===== src/rtl/bwd_pkg.sv =====
package bwd_pkg;
  localparam int          ADDR_W     = 32;
  localparam logic [31:0] IO_LIMIT   = 32'h0001_0000;
  localparam int          CMD_IO_BIT = 0;
  localparam int          CMD_MEM_BIT = 1;
  localparam int          ROM_EN_BIT = 0;

  typedef struct packed {
    logic              valid;
    logic [ADDR_W-1:0] base;
  } win_t;
endpackage


===== src/rtl/bwd_region_eval.sv =====
module bwd_region_eval
  import bwd_pkg::*;
#(
  parameter logic [ADDR_W-1:0] SIZE   = 32'h100,
  parameter bit                IS_IO  = 1'b0,
  parameter bit                IS_ROM = 1'b0
) (
  input  logic [1:0]        cmd_en,
  input  logic [ADDR_W-1:0] raw,
  output win_t              cand
);
  localparam logic [ADDR_W-1:0] MASK = ~(SIZE - 32'd1);

  logic [ADDR_W-1:0] base_c, last_c;
  logic              en_c, ok_c;

  always_comb begin
    base_c = raw & MASK;
    last_c = base_c + SIZE - 32'd1;
    en_c   = IS_IO ? cmd_en[CMD_IO_BIT] : cmd_en[CMD_MEM_BIT];
    if (IS_ROM) en_c = en_c & raw[ROM_EN_BIT];
    if (SIZE == '0) begin
      ok_c = 1'b0;
    end else if (IS_IO) begin
      ok_c = en_c && (base_c != '0) && (last_c > base_c) && (last_c < IO_LIMIT);
    end else begin
      ok_c = en_c && (base_c != '0) && (last_c > base_c) && (last_c != '1);
    end
    cand.valid = ok_c;
    cand.base  = base_c;
  end
endmodule


===== src/rtl/bwd_region_track.sv =====
module bwd_region_track
  import bwd_pkg::*;
(
  input  logic              clk,
  input  logic              rst_n,
  input  win_t              cand,
  output logic              valid_o,
  output logic [ADDR_W-1:0] base_o,
  output logic              map_o,
  output logic              unmap_o
);
  logic              v_q;
  logic [ADDR_W-1:0] b_q;

  always_ff @(posedge clk or negedge rst_n) begin
    if (!rst_n) begin
      v_q     <= 1'b0;
      b_q     <= '0;
      map_o   <= 1'b0;
      unmap_o <= 1'b0;
    end else begin
      map_o   <= 1'b0;
      unmap_o <= 1'b0;
      if (v_q && (!cand.valid || cand.base != b_q)) begin
        v_q     <= 1'b0;
        unmap_o <= 1'b1;
      end else if (!v_q && cand.valid) begin
        v_q   <= 1'b1;
        b_q   <= cand.base;
        map_o <= 1'b1;
      end
    end
  end

  assign valid_o = v_q;
  assign base_o  = v_q ? b_q : '0;

  // pulses are exclusive and tied to the valid edges
  p_pulse_excl_r7: assert property (@(posedge clk) disable iff (!rst_n)
    !(map_o && unmap_o));
  p_map_rise_r7: assert property (@(posedge clk) disable iff (!rst_n)
    map_o |-> (v_q && !$past(v_q)));
  p_unmap_fall_r7: assert property (@(posedge clk) disable iff (!rst_n)
    unmap_o |-> (!v_q && $past(v_q)));
  // a mapped window keeps its base until it is torn down
  p_base_hold_r1: assert property (@(posedge clk) disable iff (!rst_n)
    (v_q && $past(v_q)) |-> $stable(b_q));
endmodule


===== src/rtl/bwd_hit_decode.sv =====
module bwd_hit_decode
  import bwd_pkg::*;
#(
  parameter int                       NREG    = 7,
  parameter logic [NREG*ADDR_W-1:0]   SIZES   = '0,
  parameter logic [NREG-1:0]          IO_KIND = '0
) (
  input  logic                     acc_valid,
  input  logic                     acc_is_io,
  input  logic [ADDR_W-1:0]        acc_addr,
  input  logic [NREG-1:0]          reg_valid,
  input  logic [NREG*ADDR_W-1:0]   reg_base,
  output logic [NREG-1:0]          hit
);
  for (genvar i = 0; i < NREG; i++) begin : g_hit
    localparam logic [ADDR_W-1:0] SZ = SIZES[i*ADDR_W +: ADDR_W];
    if (SZ == '0) begin : g_none
      assign hit[i] = 1'b0;
    end else begin : g_cmp
      logic [ADDR_W-1:0] lo, hi;
      assign lo     = reg_base[i*ADDR_W +: ADDR_W];
      assign hi     = lo + SZ - 32'd1;
      assign hit[i] = acc_valid && reg_valid[i] && (acc_is_io == IO_KIND[i]) &&
                      (acc_addr >= lo) && (acc_addr <= hi);
    end
  end
endmodule


===== src/rtl/bar_window_decoder.sv =====
module bar_window_decoder
  import bwd_pkg::*;
#(
  parameter int NUM_BAR = 6,
  parameter logic [(NUM_BAR+1)*32-1:0] REGION_SIZES =
    {32'h0001_0000, 32'h0, 32'h20, 32'h0, 32'h0010_0000, 32'h1000, 32'h100},
  parameter logic [NUM_BAR-1:0] BAR_IS_IO = 6'b010001
) (
  input  logic                         clk,
  input  logic                         rst_n,
  input  logic [15:0]                  cmd_word,
  input  logic [NUM_BAR*ADDR_W-1:0]    bar_raw,
  input  logic [ADDR_W-1:0]            rom_raw,
  input  logic                         acc_valid,
  input  logic                         acc_is_io,
  input  logic [ADDR_W-1:0]            acc_addr,
  output logic [NUM_BAR:0]             hit_vec,
  output logic [NUM_BAR:0]             region_valid,
  output logic [(NUM_BAR+1)*ADDR_W-1:0] region_base,
  output logic [NUM_BAR:0]             map_pulse,
  output logic [NUM_BAR:0]             unmap_pulse
);
  localparam int NREG = NUM_BAR + 1;
  localparam logic [NREG-1:0] KIND = {1'b0, BAR_IS_IO};

  logic [1:0] cmd_en;
  logic       unused_cmd;
  assign cmd_en     = {cmd_word[CMD_MEM_BIT], cmd_word[CMD_IO_BIT]};
  assign unused_cmd = ^cmd_word[15:2];

  for (genvar i = 0; i < NREG; i++) begin : g_reg
    localparam logic [ADDR_W-1:0] SZ = REGION_SIZES[i*ADDR_W +: ADDR_W];
    localparam bit ROM = (i == NUM_BAR);
    logic [ADDR_W-1:0] raw;
    win_t              cand;

    if (ROM) begin : g_rom_src
      assign raw = rom_raw;
    end else begin : g_bar_src
      assign raw = bar_raw[i*ADDR_W +: ADDR_W];
    end

    bwd_region_eval #(.SIZE(SZ), .IS_IO(KIND[i]), .IS_ROM(ROM)) u_eval (
      .cmd_en (cmd_en),
      .raw    (raw),
      .cand   (cand)
    );

    bwd_region_track u_track (
      .clk     (clk),
      .rst_n   (rst_n),
      .cand    (cand),
      .valid_o (region_valid[i]),
      .base_o  (region_base[i*ADDR_W +: ADDR_W]),
      .map_o   (map_pulse[i]),
      .unmap_o (unmap_pulse[i])
    );

    // a hit never comes from a closed window
    p_hit_valid_r8: assert property (@(posedge clk) disable iff (!rst_n)
      hit_vec[i] |-> region_valid[i]);

    if (SZ == '0) begin : g_chk_none
      // an unbuilt region stays silent
      p_unbuilt_quiet_r6: assert property (@(posedge clk) disable iff (!rst_n)
        !(region_valid[i] || map_pulse[i] || unmap_pulse[i]));
    end else if (KIND[i]) begin : g_chk_io
      // a mapped I/O window ends below 64 KiB
      p_io_limit_r4: assert property (@(posedge clk) disable iff (!rst_n)
        region_valid[i] |-> ((region_base[i*ADDR_W +: ADDR_W] + SZ - 32'd1) < IO_LIMIT));
    end else begin : g_chk_mem
      // a mapped memory window never ends on the top address
      p_mem_top_r5: assert property (@(posedge clk) disable iff (!rst_n)
        region_valid[i] |-> ((region_base[i*ADDR_W +: ADDR_W] + SZ - 32'd1) != '1));
    end
  end

  bwd_hit_decode #(.NREG(NREG), .SIZES(REGION_SIZES), .IO_KIND(KIND)) u_hit (
    .acc_valid (acc_valid),
    .acc_is_io (acc_is_io),
    .acc_addr  (acc_addr),
    .reg_valid (region_valid),
    .reg_base  (region_base),
    .hit       (hit_vec)
  );

  // nothing is mapped on the first cycle out of reset
  p_reset_clear_r9: assert property (@(posedge clk)
    !rst_n |=> (region_valid == '0 && map_pulse == '0 && unmap_pulse == '0));
endmodule


===== config.mk =====
export PLATFORM = sky130hd
export DESIGN_NAME = bar_window_decoder
export DESIGN_NICKNAME = d
export VERILOG_FILES = /design/src/rtl/bwd_pkg.sv /design/src/rtl/bwd_region_eval.sv /design/src/rtl/bwd_region_track.sv /design/src/rtl/bwd_hit_decode.sv /design/src/rtl/bar_window_decoder.sv
export SDC_FILE = /design/constraint.sdc
export NUM_CORES = 1
export LEC_CHECK = 0
export BUFFER_PORTS_ARGS = -buffer_cell sky130_fd_sc_hd__buf_4
export CORE_AREA = 5 5 202 204
export DETAILED_ROUTE_END_ITERATION = 6
export DIE_AREA = 0 0 207 209
export PLACE_DENSITY = 0.5
export RECOVER_POWER = 100
export SYNTH_ARGS = -nofsm -noshare
export SYNTH_HDL_FRONTEND = slang
export SYNTH_SLANG_ARGS = --single-unit
export TNS_END_PERCENT = 30

===== constraint.sdc =====
create_clock -name clk -period 4.9 [get_ports clk]
set_input_delay 0.245 -clock clk [delete_from_list [all_inputs] [get_ports clk]]
set_output_delay 0.245 -clock clk [all_outputs]
set_load 0.01 [all_outputs]

* After elaboration in Yosys (flattened, before gate mapping)
Index checks and enable logic that the tools add are counted.
W data, S select, Z words.
** Word-level totals
- Register bits :: 114
- Latch bits :: 0
- Bits in writable memories :: 0
- Memory bits (read-only) :: 0
- Input port bits :: 276
- Output and inout port bits :: 252
- Word-level logic and storage cells :: 177
- Memories :: 0
** Operators by class
- Add/subtract/negate cells :: 20
- $mul :: 0
- Divide/modulo/power cells :: 0
- Order comparisons :: 17
- Equal/unequal tests :: 8
- Shift operators :: 0
- Muxes and demuxes :: 30
- Bitwise gates (word level) :: 7
- Reductions and logical operators :: 75
** Operator list (count)
- $sub A32 B1 Y32 const B :: 10
- $ge A32 B32 Y1 :: 5
- $gt A32 B32 Y1 :: 5
- $le A32 B32 Y1 :: 5
- $mux W32 :: 5
- $reduce_bool A32 Y1 :: 5
- $ne A32 B32 Y1 const B :: 3
- $add A32 B13 Y32 const B :: 2
- $add A32 B17 Y32 const B :: 2
- $add A32 B21 Y32 const B :: 2
- $add A32 B6 Y32 const B :: 2
- $add A32 B9 Y32 const B :: 2
- $lt A32 B17 Y1 const B :: 2
- $logic_and A1 B1 Y1 :: 45
- $ne A27 B27 Y1 :: 1
- $mux W1 :: 25
- $ne A24 B24 Y1 :: 1
- $ne A20 B20 Y1 :: 1
- $ne A16 B16 Y1 :: 1
- $ne A12 B12 Y1 :: 1
- $logic_not A1 Y1 :: 10
- $reduce_and A2 Y1 :: 5
- $reduce_bool A2 Y1 :: 5
- $not A1 Y1 :: 6
- 2 further kinds :: 6

* Logic depth before layout (Yosys ltp)
Gate-level depths: netlist of run 1.
- Word-level depth :: 10
- Depth in mapped cells :: 11
- Gate-level depth less buffers :: 9

* Hierarchy
Synthesis of run 1 repeated with hierarchy kept, for this count alone.
** Second synthesis, totals
- Cells, all modules :: 2738
- Area total of the unflattened synthesis :: 25354.3 sq um
** By module, submodules not included
- bwd_region_track :: times used 7, cells each 152, area each 1856.8 sq um
- bwd_hit_decode :: times used 1, cells each 1380, area each 10222.3 sq um
- bwd_region_eval (g_reg[3].u_eval ...) :: times used 2, cells each 34, area each 251.5 sq um
- bwd_region_eval (g_reg[1].u_eval) :: times used 1, cells each 48, area each 340.3 sq um
- bwd_region_eval (g_reg[4].u_eval) :: times used 1, cells each 46, area each 340.3 sq um
- bwd_region_eval (g_reg[6].u_eval) :: times used 1, cells each 45, area each 324.1 sq um
- bwd_region_eval (g_reg[0].u_eval) :: times used 1, cells each 44, area each 320.3 sq um
- bwd_region_eval (g_reg[2].u_eval) :: times used 1, cells each 43, area each 306.5 sq um

* Least setup slack after synthesis of run 1
No wires, ideal clock.
- Path kind :: register -> output
- From :: reg g_reg[4].u_track.v_q
- To :: out hit_vec[4]
- Data arrival time :: 2.536 ns
- Required time :: 4.655 ns
- Slack :: 2.119 ns
- Stages on the path, launching flop included :: 11
- Cell sequence :: dfrtp_1 -> clkbuf_1 -> clkbuf_1 -> nand2_1 -> ha_1 -> a21oi_1 -> nand2_1 -> a2111oi_0 -> nand3_1 -> o32ai_1 -> o311a_1
** Between the ends
- Word-level cells in the longest chain between the ends :: 5
- Elaborated cells between the ends (all ways) :: 9
** Ends and longest elaborated chain
- start: declaration :: line bwd_region_track.sv:12 : logic v_q;
- start signal: assignment :: line bwd_region_track.sv:17 : v_q <= 1'b0;
- start signal: assignment :: line bwd_region_track.sv:25 : v_q <= 1'b0;
- start signal: assignment :: line bwd_region_track.sv:28 : v_q <= 1'b1;
- $mux W32 :: line bwd_region_track.sv:36 : assign base_o = v_q ? b_q : '0;
- $add A32 B6 Y32 :: line bwd_hit_decode.sv:22 : assign hi = lo + SZ - 32'd1;
- $sub A32 B1 Y32 :: line bwd_hit_decode.sv:22
- $le A32 B32 Y1 :: line bwd_hit_decode.sv:24 : (acc_addr >= lo) && (acc_addr <= hi);
- $logic_and A1 B1 Y1 * :: line bwd_hit_decode.sv:24
- end: declaration :: line bar_window_decoder.sv:17 : output logic [NUM_BAR:0] hit_vec,
Every way passes the cells marked *; elsewhere a longest branch is shown, timed or not.

* Worst setup path in the final report of run 1
Same ends and word-level chain as after synthesis.

==> results of run 1 <==
-- through the flow --
step,std cells,util (%),setup WS (ns)
6_report,1857,29.79,0.7028
5_1_grt,1857,29.79,0.3522
4_1_cts,1857,31.01,0.8254
3_5_place_dp,1826,29.59,1.311
3_3_place_gp,1826,29.59,1.356
2_1_floorplan,1208,-,2.119
-- logic make-up after synthesis --
logic type               count (synthesis)  share of synthesized area, %
adder cells (fa/ha/maj)                104                         13.48
buffers and inverters                  280                         16.83
multiplexers                            67                         7.814
AND/OR/NAND/NOR                        331                         17.87
XOR/XNOR                                99                         8.980
flip-flops                             114                         29.55
other                                    1                       0.03884
AO/OA/AOI/OAI                           80                         5.443
-- flip-flops by register name (all words and copies together), names as in the netlist --
| signal | flops |
|---|---|
| g.u_track.unmap_o | 5 |
| g.u_track.map_o | 5 |
| g.u_track.valid_o | 5 |
| g.u_track.b_q | 99 |
-- how the worst max path moves through the flow --
stage	from	endpoint	slack, ns	cells past startpoint
after floorplan	g_reg[4].u_track.valid_o$_DFFE_PN0P_	hit_vec[4]	2.12	10
after global placement	g_reg[0].u_track.valid_o$_DFFE_PN0P_	hit_vec[0]	1.36	8
after detailed placement	g_reg[0].u_track.valid_o$_DFFE_PN0P_	hit_vec[0]	1.31	8
after CTS	g_reg[0].u_track.valid_o$_DFFE_PN0P_	hit_vec[0]	0.83	8
after global routing	g_reg[4].u_track.valid_o$_DFFE_PN0P_	hit_vec[4]	0.35	10
final	g_reg[4].u_track.valid_o$_DFFE_PN0P_	hit_vec[4]	0.70	10
-- routing by layer --
layer / up-vias / track usage, % / share of wire, %
met1: 3915 / 21.34 / 45
met2: 358 / 25.75 / 45
met5: - / 0 / 0
li1: 3926 / - / -
met3: 41 / 4.759 / 7.2
met4: 0 / 4.948 / 2.1
-- where the power goes --
group          total, uW  switching (uW)  internal, uW
logic                672             391           281
registers           1080            68.8          1010
clock network       1180             436           740
total               2930             896          2030
-- final cells by class --
class / count / area share [%]
tap: 525 / 5.640
sequential: 114 / 24.49
clock inverter: 5 / 0.4512
inverter: 111 / 3.577
timing repair buffer: 263 / 12.94
clock buffer: 25 / 4.254
multi-input combinational: 814 / 48.64
-- Yosys cell counts, drive strengths merged (8+ instances only) --
cell type	instances	area share [%]
dfrtp	114	30
nand3	19	1.0
o21ai	10	0.52
xor2	64	5.8
nor4	46	3.0
a211oi	8	0.62
a21oi	28	1.5
ha	104	13
nor3	12	0.62
mux2	67	7.8
nor2b	35	2.3
nand2	124	4.8
buf	158	12
nand4	52	3.4
xnor2	35	3.2
or4	10	0.83
nor2	16	0.70
inv	111	4.3
a21o	8	0.62
clkbuf	11	0.43
-- worst max-delay path: stages (launching register included) --
cell and delay, ns:
dfrtp_1 0.75, clkbuf_1 0.56, nand2_1 0.19, ha_1 0.34, a211oi_1 0.23, nor2_1 0.08, a2111oi_0 0.45, nand3_1 0.25
o32ai_1 0.28, o311a_1 0.22, clkbuf_1 0.17
==> impl_metrics.env, run 1 <==
export IMPL_start_kind="register"
export IMPL_n_fill_cell=4254
export IMPL_ys_warn_count=0
export IMPL_synth_seq_cells=114
export IMPL_grt_antenna_before_repair=0
export IMPL_relSlewSlack_pct=-124.5
export IMPL_regArea_um2=2853
export IMPL_overflow=0
export IMPL_io_buffers=256
export IMPL_cts_made_buffers=17
export IMPL_yosysUniqueCellTypes=51
export IMPL_critPathKind="reg2out"
export IMPL_reg2reg_depth=2
export IMPL_whs_path_depth=2
export IMPL_hpwlAfterDp_um=29420
export IMPL_vias_per_cell=4.437
export IMPL_post_cts_buffers=0
export IMPL_critical_path_arrival_ns=3.95
export IMPL_gp_congestion=0.8670
export IMPL_start_util_pct=24.70
export IMPL_avgSynthCellArea_um2=8.974
export IMPL_track_usage_pct=16.19
export IMPL_mostFrequentLayoutCell="buf_4"
export IMPL_drt_iter0_markers=398
export IMPL_cap_violations=2
export IMPL_worstReg2RegEnd="g_reg[4].u_track.b_q[6]$_DFFE_PN0P_"
export IMPL_grt_pass1_wl_um=52920
export IMPL_synthCells=1076
export IMPL_htreeDepth=4
export IMPL_vdd_drop_max_v=0.0002267
export IMPL_critPathMaxFanout=19
export IMPL_grt_pass1_vias=8480
export IMPL_nNetsFinal=1701
export IMPL_postCtsResizedCells=0
export IMPL_die_x_um=207
export IMPL_r2r_slack_ns=2.08
export IMPL_ios=528
export IMPL_synth_area_um2=9656
export IMPL_postRouteAntennaNets=0
export IMPL_synth_seq_area_share_pct=29.55
export IMPL_async_reset_ff_share_pct=100.0
export IMPL_fin_hold_ws_ns=0.05592
export IMPL_setup_viol=0
export IMPL_leakage_uw=0.005957
export IMPL_period_needed_ns=4.197
export IMPL_rsz0062_at_grt="false"
export IMPL_p_total_uw=2928
export IMPL_fin_crit_sh_pct=85.66
export IMPL_clk_latency_ns=0.43
export IMPL_status="finished with violations"
export IMPL_placed_cell_area_um2=11570
export IMPL_die_h_um=209
export IMPL_cp_required_ns=4.66
export IMPL_hp_class="in2reg"
export IMPL_clk_pin_slew_worst_paths_ns=0.05
export IMPL_clkSinkCount=114
export IMPL_synth_edf_count=0
export IMPL_yosys_most_used_dff="dfrtp_1"
export IMPL_skew_ns=0.004628
export IMPL_violations="capacitance limit, slew limit"
export IMPL_final_cell_mix="137 x buf_4, 133 x conb_1, 129 x clkbuf_1"
export IMPL_fp_dieArea_um2=43260
export IMPL_vias=8240
export IMPL_hold_start="bar_raw[143]"
export IMPL_root_buffer="clkbuf_16"
export IMPL_area_delta_synth_final_pct=20.63
export IMPL_multiInputGateArea_um2=5665
export IMPL_final_area_um2=11650
export IMPL_slew_viol_final=88
export IMPL_critPathCaptureType="output pin"
export IMPL_grt_max_degree=60
export IMPL_antenna_cells=0
export IMPL_wl_um=36070
export IMPL_fmax_mhz=238.3
export IMPL_clockBufferDepth=2
export IMPL_setup_tns_ns=0
export IMPL_worst_slew_pin_slew_ns=3.367
export IMPL_drive_gt1_share_pct=17.34
export IMPL_core_area_um2=39090
export IMPL_rows=73
export IMPL_cts_tree="built"
export IMPL_avgRoutedWirePerCell_um=19.42
export IMPL_min_to="g_reg[4].u_track.b_q[15]$_DFFE_PN0P_"
export IMPL_dr_pass1_iters=5
export IMPL_cellPowerDensity_nw_per_um2=251.4
export IMPL_report_final_hold_viol_count=0
export IMPL_hold_buffers=1
export IMPL_r2r_start="g_reg[4].u_track.valid_o$_DFFE_PN0P_"
export IMPL_drc=0
Power figures use the tool's default switching activity.
==> run 2, diff against run 1 <==
--- a/config.mk
+++ b/config.mk
@@ -5,11 +5,12 @@
 export SDC_FILE = /design/constraint.sdc
 export NUM_CORES = 1
 export LEC_CHECK = 0
+export ABC_AREA = 1
 export BUFFER_PORTS_ARGS = -buffer_cell sky130_fd_sc_hd__buf_4
-export CORE_AREA = 5 5 202 204
+export CORE_AREA = 5 5 204 206
 export DETAILED_ROUTE_END_ITERATION = 6
-export DIE_AREA = 0 0 207 209
-export PLACE_DENSITY = 0.5
+export DIE_AREA = 0 0 209 211
+export PLACE_DENSITY = 0.51
 export RECOVER_POWER = 100
 export SYNTH_ARGS = -nofsm -noshare
 export SYNTH_HDL_FRONTEND = slang
==> run 2 against run 1 <==
  * The run still ends with capacitance limit, slew limit left
  * Hold slack lost 0.020 ns
  * Register-to-register slack gained 0.03 ns
  * Combinational power is essentially flat
  * Synthesized cell count grew 41%
  * Critical path depth grew 2
  * Largest power group unchanged
  * Cell count grew 23%
  * Clock skew is essentially flat
  * Sequential share of layout area shrank 1.5 points
  * Sequential power is essentially flat
  * Cell area grew 6.5%
  * Via count grew 18%
==> impl_metrics.env, run 2 <==
export IMPL_mostFrequentLayoutCell="nand2_1"
export IMPL_cts_made_buffers=17
export IMPL_grt_pass1_wl_um=56250
export IMPL_regArea_um2=2853
export IMPL_hp_class="in2reg"
export IMPL_die_x_um=209
export IMPL_setup_viol=0
export IMPL_wl_um=37450
export IMPL_ys_warn_count=0
export IMPL_avgRoutedWirePerCell_um=16.39
export IMPL_hpwlAfterDp_um=29990
export IMPL_grt_antenna_before_repair=0
export IMPL_report_final_hold_viol_count=0
export IMPL_synth_area_top_cells="dfrtp_1 27%, nand2_1 16%, ha_1 12%, buf_4 11%, inv_1 8.1%"
export IMPL_nNetsFinal=2128
export IMPL_cts_tree="built"
export IMPL_largest_reg_flops=99
export IMPL_post_cts_buffers=0
export IMPL_critical_path_arrival_ns=3.45
export IMPL_final_cell_mix="456 x nand2_1, 229 x inv_1, 138 x buf_4"
export IMPL_avgSynthCellArea_um2=6.906
export IMPL_drc=0
export IMPL_synth_seq_cells=114
export IMPL_synthCells=1515
export IMPL_postCtsResizedCells=0
export IMPL_violations="capacitance limit, slew limit"
export IMPL_synth_common_cells="455 x nand2_1, 226 x inv_1, 151 x buf_4"
export IMPL_critPathCaptureType="output pin"
export IMPL_vias=9702
export IMPL_synth_seq_area_share_pct=27.27
export IMPL_vias_per_cell=4.246
export IMPL_rows=73
export IMPL_ios=528
export IMPL_yosys_area_top_type="dfrtp_1"
export IMPL_fin_crit_sh_pct=75.31
export IMPL_start_util_pct=26.52
export IMPL_fmax_mhz=271.0
export IMPL_r2r_slack_ns=2.11
export IMPL_grt_pass1_vias=9748
export IMPL_leakage_uw=0.007039
export IMPL_worst_slew_pin_slew_ns=2.074
export IMPL_drt_iter0_markers=379
export IMPL_core_area_um2=39460
export IMPL_htreeDepth=4
export IMPL_synth_most_common_cell="nand2_1"
export IMPL_critPathMaxFanout=17
export IMPL_async_reset_ff_share_pct=100.0
export IMPL_largest_register="g.u_track.b_q"
export IMPL_track_usage_pct=16.54
export IMPL_cap_violations=1
export IMPL_final_area_um2=12400
export IMPL_setup_tns_ns=0
export IMPL_clkSinkCount=114
export IMPL_clockBufferDepth=2
export IMPL_dr_pass1_iters=5
export IMPL_skew_ns=0.005072
export IMPL_fp_dieArea_um2=44100
export IMPL_antenna_cells=0
export IMPL_rsz0062_at_grt="false"
export IMPL_clk_pin_slew_worst_paths_ns=0.06
export IMPL_grt_max_degree=74
export IMPL_postRouteAntennaNets=0
export IMPL_vdd_drop_max_v=0.0002350
export IMPL_period_needed_ns=3.690
export IMPL_overflow=0
export IMPL_die_h_um=211
export IMPL_synth_area_um2=10460
export IMPL_cellPowerDensity_nw_per_um2=243.2
export IMPL_hold_buffers=0
export IMPL_slew_viol_final=74
export IMPL_status="finished with violations"
export IMPL_synth_edf_count=0
export IMPL_cp_required_ns=4.66
export IMPL_synth_top_area_share_pct=27.27
export IMPL_critPathKind="reg2out"
export IMPL_placed_cell_area_um2=12300
export IMPL_relSlewSlack_pct=-38.30
export IMPL_yosys_most_used_dff="dfrtp_1"
export IMPL_drive_gt1_share_pct=10.34
export IMPL_start_kind="register"
export IMPL_area_delta_synth_final_pct=18.56
export IMPL_yosysUniqueCellTypes=39
export IMPL_multiInputGateArea_um2=5944
export IMPL_root_buffer="clkbuf_16"
export IMPL_io_buffers=256
export IMPL_n_fill_cell=4427
export IMPL_fin_hold_ws_ns=0.03578
export IMPL_gp_congestion=0.8140
export IMPL_clk_latency_ns=0.43
[run 2: cell count changes after synthesis, sizes merged, moves of 26 or more]
cell / delta
inv: +122
xor2: -45
mux2: -67
nor4: -35
nor2: +101
nor2b: -34
nand3: +26
nand2: +332
[run 2: metrics by stage]
stage	worst slack (ns)	total power (uW)	cells	util, %
after floorplan	2.461	1545	1647	-
after global placement	1.860	1773	2254	31.16
final	1.210	3017	2285	31.44
after detailed placement	1.901	1782	2254	31.16
after CTS	1.422	3089	2285	32.64
after global routing	0.7685	3203	2285	31.44
[run 2: final timing paths]
| path | startpoint | end | cells past startpoint |
|---|---|---|---|
| min reg2reg | g_reg[1].u_track.b_q[30]$_DFFE_PN0P_ | g_reg[1].u_track.b_q[30]$_DFFE_PN0P_ | 2 |
| min | bar_raw[10] | g_reg[0].u_track.b_q[10]$_DFFE_PN0P_ | 3 |
| max reg2reg | g_reg[1].u_track.valid_o$_DFFE_PN0P_ | g_reg[1].u_track.b_q[20]$_DFFE_PN0P_ | 4 |
| max in group asynchronous | rst_n | g_reg[1].u_track.b_q[29]$_DFFE_PN0P_ | 2 |
| min in group asynchronous | rst_n | g_reg[6].u_track.b_q[28]$_DFFE_PN0P_ | 1 |
| max | g_reg[4].u_track.valid_o$_DFFE_PN0P_ | hit_vec[4] | 12 |
[run 2: power by group]
group / internal [uW] / total (uW) / switching, uW
clock network: 802 / 1280 / 478
logic: 259 / 671 / 412
registers: 1000 / 1070 / 64.3
[run 2: per-layer routing]
layer / wire [um] / global-route usage, % / part of all wire, % / vias up
li1: - / - / - / 4934
met1: 17520 / 22.22 / 47 / 4457
met2: 17390 / 27.33 / 46 / 291
met3: 2113 / 4.025 / 5.6 / 20
met4: 429 / 3.308 / 1.1 / 0
met5: 0 / 0 / 0 / -
[run 2: area by class of cell]
| cell class | instances | share of cell area [%] |
|---|---|---|
| Clock inverter | 12 | 1.130 |
| Timing Repair Buffer | 259 | 12.02 |
| Sequential cell | 114 | 23.00 |
| Clock buffer | 19 | 3.571 |
| Tap cell | 525 | 5.296 |
| Inverter | 233 | 7.061 |
| Multi-Input combinational cell | 1123 | 47.92 |
[run 2: critical path, cell delays in order, from the launching register on]
cell      delay [ns]
dfrtp_1         0.70
clkbuf_1        0.54
nand2_1         0.20
ha_1            0.32
nand2_1         0.05
nor2_1          0.12
nand2_1         0.07
nor3b_1         0.41
nand4_1         0.15
nand2_1         0.10
nand2_1         0.05
nor2_1          0.09
clkbuf_1        0.21
[run 2: logic make-up after synthesis]
| family | synth area share [%] |
|---|---|
| simple gates | 29.60 |
| buf+inv | 20.46 |
| flops | 27.27 |
| fa+ha+maj | 12.44 |
| compound gates | 4.174 |
| xor+xnor | 6.027 |
| other cells | 0.03584 |
==> run 3, diff against run 2 <==
==> constraint.sdc (replaced) <==
create_clock -name clk -period 3.45 [get_ports clk]
set_input_delay 0.1725 -clock clk [delete_from_list [all_inputs] [get_ports clk]]
set_output_delay 0.1725 -clock clk [all_outputs]
set_load 0.01 [all_outputs]
==> run 3 against run 2 <==
  * The run still ends with capacitance limit, slew limit left
  * Combinational power grew 49%
  * Count of clock-buffer cells in the layout unchanged
  * Global-route usage is essentially flat
  * Sequential power grew 41%
  * Power rose by 48%
  * Core utilization grew 1.5 points
  * Clock skew is 0.0083 ns higher
  * Wire length is 0.14% higher
  * First-iteration DRC count up 9.5%
  * Register-to-register slack worse by 1.6 ns
==> impl_metrics.env, run 3 (synthesized netlist as in run 2, its figures left out) <==
export IMPL_status="finished with violations"
export IMPL_violations="capacitance limit, slew limit"
export IMPL_setup_tns_ns=0
export IMPL_area_delta_synth_final_pct=24.07
export IMPL_track_usage_pct=16.52
export IMPL_largest_reg_flops=99
export IMPL_die_h_um=211
export IMPL_clk_latency_ns=0.45
export IMPL_fp_dieArea_um2=44100
export IMPL_layout_setup_ws_ns=0.3927
export IMPL_cts_made_buffers=17
export IMPL_hp_class="in2reg"
export IMPL_cp_slowest_stage_delay_ns=0.74
export IMPL_core_area_um2=39460
export IMPL_wl_um=37500
export IMPL_vdd_drop_max_v=0.0003573
export IMPL_drt_iter0_markers=415
export IMPL_antenna_cells=0
export IMPL_drc=0
export IMPL_postRouteAntennaNets=0
export IMPL_clk_pin_slew_worst_paths_ns=0.05
export IMPL_skew_ns=0.01333
export IMPL_n_fill_cell=4404
export IMPL_leakage_uw=0.007285
export IMPL_nNetsFinal=2182
export IMPL_vias=9941
export IMPL_clkSinkCount=114
export IMPL_rows=73
export IMPL_ios=528
export IMPL_relSlewSlack_pct=-78.21
export IMPL_p_total_uw=4459
export IMPL_dr_pass1_iters=5
export IMPL_vias_per_cell=4.248
export IMPL_swShare_pct=31.17
export IMPL_avgRoutedWirePerCell_um=16.03
export IMPL_cp_num_buf_inv=1
export IMPL_post_cts_buffers=0
export IMPL_p_int_uw=3069
export IMPL_fin_crit_sh_pct=88.62
export IMPL_setup_viol=0
export IMPL_fmax_mhz=327.1
export IMPL_die_x_um=209
export IMPL_grt_pass1_vias=9927
export IMPL_final_cell_mix="456 x nand2_1, 229 x inv_1, 144 x buf_4"
export IMPL_fin_hold_ws_ns=0.03299
export IMPL_final_cell_count_no_fill=2340
export IMPL_overflow=0
export IMPL_slew_viol_final=44
export IMPL_critPathMaxFanout=18
export IMPL_cap_violations=1
export IMPL_cp_top_family="simple AND/OR/NAND/NOR gates"
export IMPL_gp_congestion=0.8383
export IMPL_htreeDepth=4
export IMPL_cp_required_ns=3.28
export IMPL_grt_max_degree=72
export IMPL_seqPwrFrac_pct=33.9
export IMPL_report_final_hold_viol_count=0
export IMPL_power_frac_clock_pct=43.7
export IMPL_grt_pass1_wl_um=56440
export IMPL_cts_tree="built"
export IMPL_grt_antenna_before_repair=2
export IMPL_placed_cells=2263
export IMPL_largest_register="g.u_track.b_q"
export IMPL_pre_cts_ws_ns=0.7660
export IMPL_period_needed_ns=3.057
export IMPL_cp_slowest_cell="dfrtp_1"
export IMPL_root_buffer="clkbuf_16"
export IMPL_mostFrequentLayoutCell="nand2_1"
export IMPL_critPathKind="reg2out"
export IMPL_cellPowerDensity_nw_per_um2=343.5
export IMPL_p_switching_uw=1390
export IMPL_crit_top_cell="nand2_1"
export IMPL_combPwrFrac_pct=22.4
export IMPL_worst_slew_pin_slew_ns=2.673
export IMPL_clockBufferDepth=2
export IMPL_hpwlAfterDp_um=30160
export IMPL_io_buffers=256
export IMPL_rsz0062_at_grt="false"
export IMPL_critPathCaptureType="output pin"
export IMPL_start_kind="register"
export IMPL_crit_chain="nand2_1 -> ha_1 -> nand2_1 -> nand3_1 -> nor4_1 -> nand3_1 -> o21ai_0 -> nand2_1 -> nor2_1 -> clkbuf_1"
export IMPL_drive_gt1_share_pct=10.52
export IMPL_start_util_pct=26.52
export IMPL_critical_path_arrival_ns=2.88
==> run 3: changes by cell type in the layout (fill, tap and decap cells not counted), moves of 2 or more <==
cell,previous run,this run
clkinv_2,7,3
clkbuf_1,121,123
buf_4,138,144
clkinv_4,0,3
dlygate4sd3_1,0,45
==> run 3: timing repair <==
| action | 4_1_cts | 5_1_grt |
|---|---|---|
| hold buffers | 45 | 0 |
| endpoints found under the setup margin | 0 | 1 |
| gates resized for setup | 0 | 1 |
| hold endpoints to repair | 87 | 0 |
==> run 3: cell type report <==
class	count	area, um^2	area share [%]
timing repair buffer	313	2013	15.51
sequential	114	2854	21.99
inverter	233	875.8	6.747
tap	525	656.9	5.060
clock inverter	13	183.9	1.417
clock buffer	19	452.9	3.489
multi-input combinational	1123	5944	45.79
==> run 3: worst paths after layout <==
kind	startpoint	to	slack [ns]	cells after the start
min	bar_raw[44]	g_reg[1].u_track.b_q[12]$_DFFE_PN0P_	0.03	3
max	g_reg[6].u_track.valid_o$_DFFE_PN0P_	hit_vec[6]	0.39	10
max reg2reg	g_reg[1].u_track.valid_o$_DFFE_PN0P_	g_reg[1].u_track.b_q[18]$_DFFE_PN0P_	0.52	7
min reg2reg	g_reg[1].u_track.b_q[14]$_DFFE_PN0P_	g_reg[1].u_track.b_q[14]$_DFFE_PN0P_	0.51	2
min in group asynchronous	rst_n	g_reg[6].u_track.b_q[25]$_DFFE_PN0P_	1.12	2
max in group asynchronous	rst_n	g_reg[0].u_track.b_q[30]$_DFFE_PN0P_	0.79	2
==> run 3: metrics by stage <==
step                      area (um^2)  utilization [%]
after floorplan                 10960                -
after global placement          12380            31.36
after detailed placement        12380            31.36
after CTS                       13460            34.12
after global routing            12980            32.90
final                           12980            32.90
==> run 3: worst reg2reg max path, stage by stage, from the launching register on <==
cell      delay (ns)
dfrtp_1         0.60
clkbuf_1        0.25
inv_1           0.07
clkbuf_1        0.75
nand3_1         0.41
clkbuf_1        0.50
nand2_1         0.16
nand2_1         0.07
==> run 3: power by group through the flow <==
stage                     combinational [uW]  sequential [uW]  clock [uW]
after floorplan                          687             1510           0
after global placement                   991             1530           0
after detailed placement                1000             1530           0
after CTS                               1050             1510        2000
after global routing                    1140             1520        2050
final                                    998             1510        1950
==> run 3: layer usage <==
| metal | part of all wire [%] | track usage [%] | up-vias |
|---|---|---|---|
| met1 | 46 | 21.67 | 4572 |
| met2 | 46 | 27.68 | 306 |
| met4 | 1.4 | 4.005 | 2 |
| li1 | - | - | 5036 |
| met3 | 6.0 | 3.891 | 25 |
| met5 | 0.035 | 0 | - |
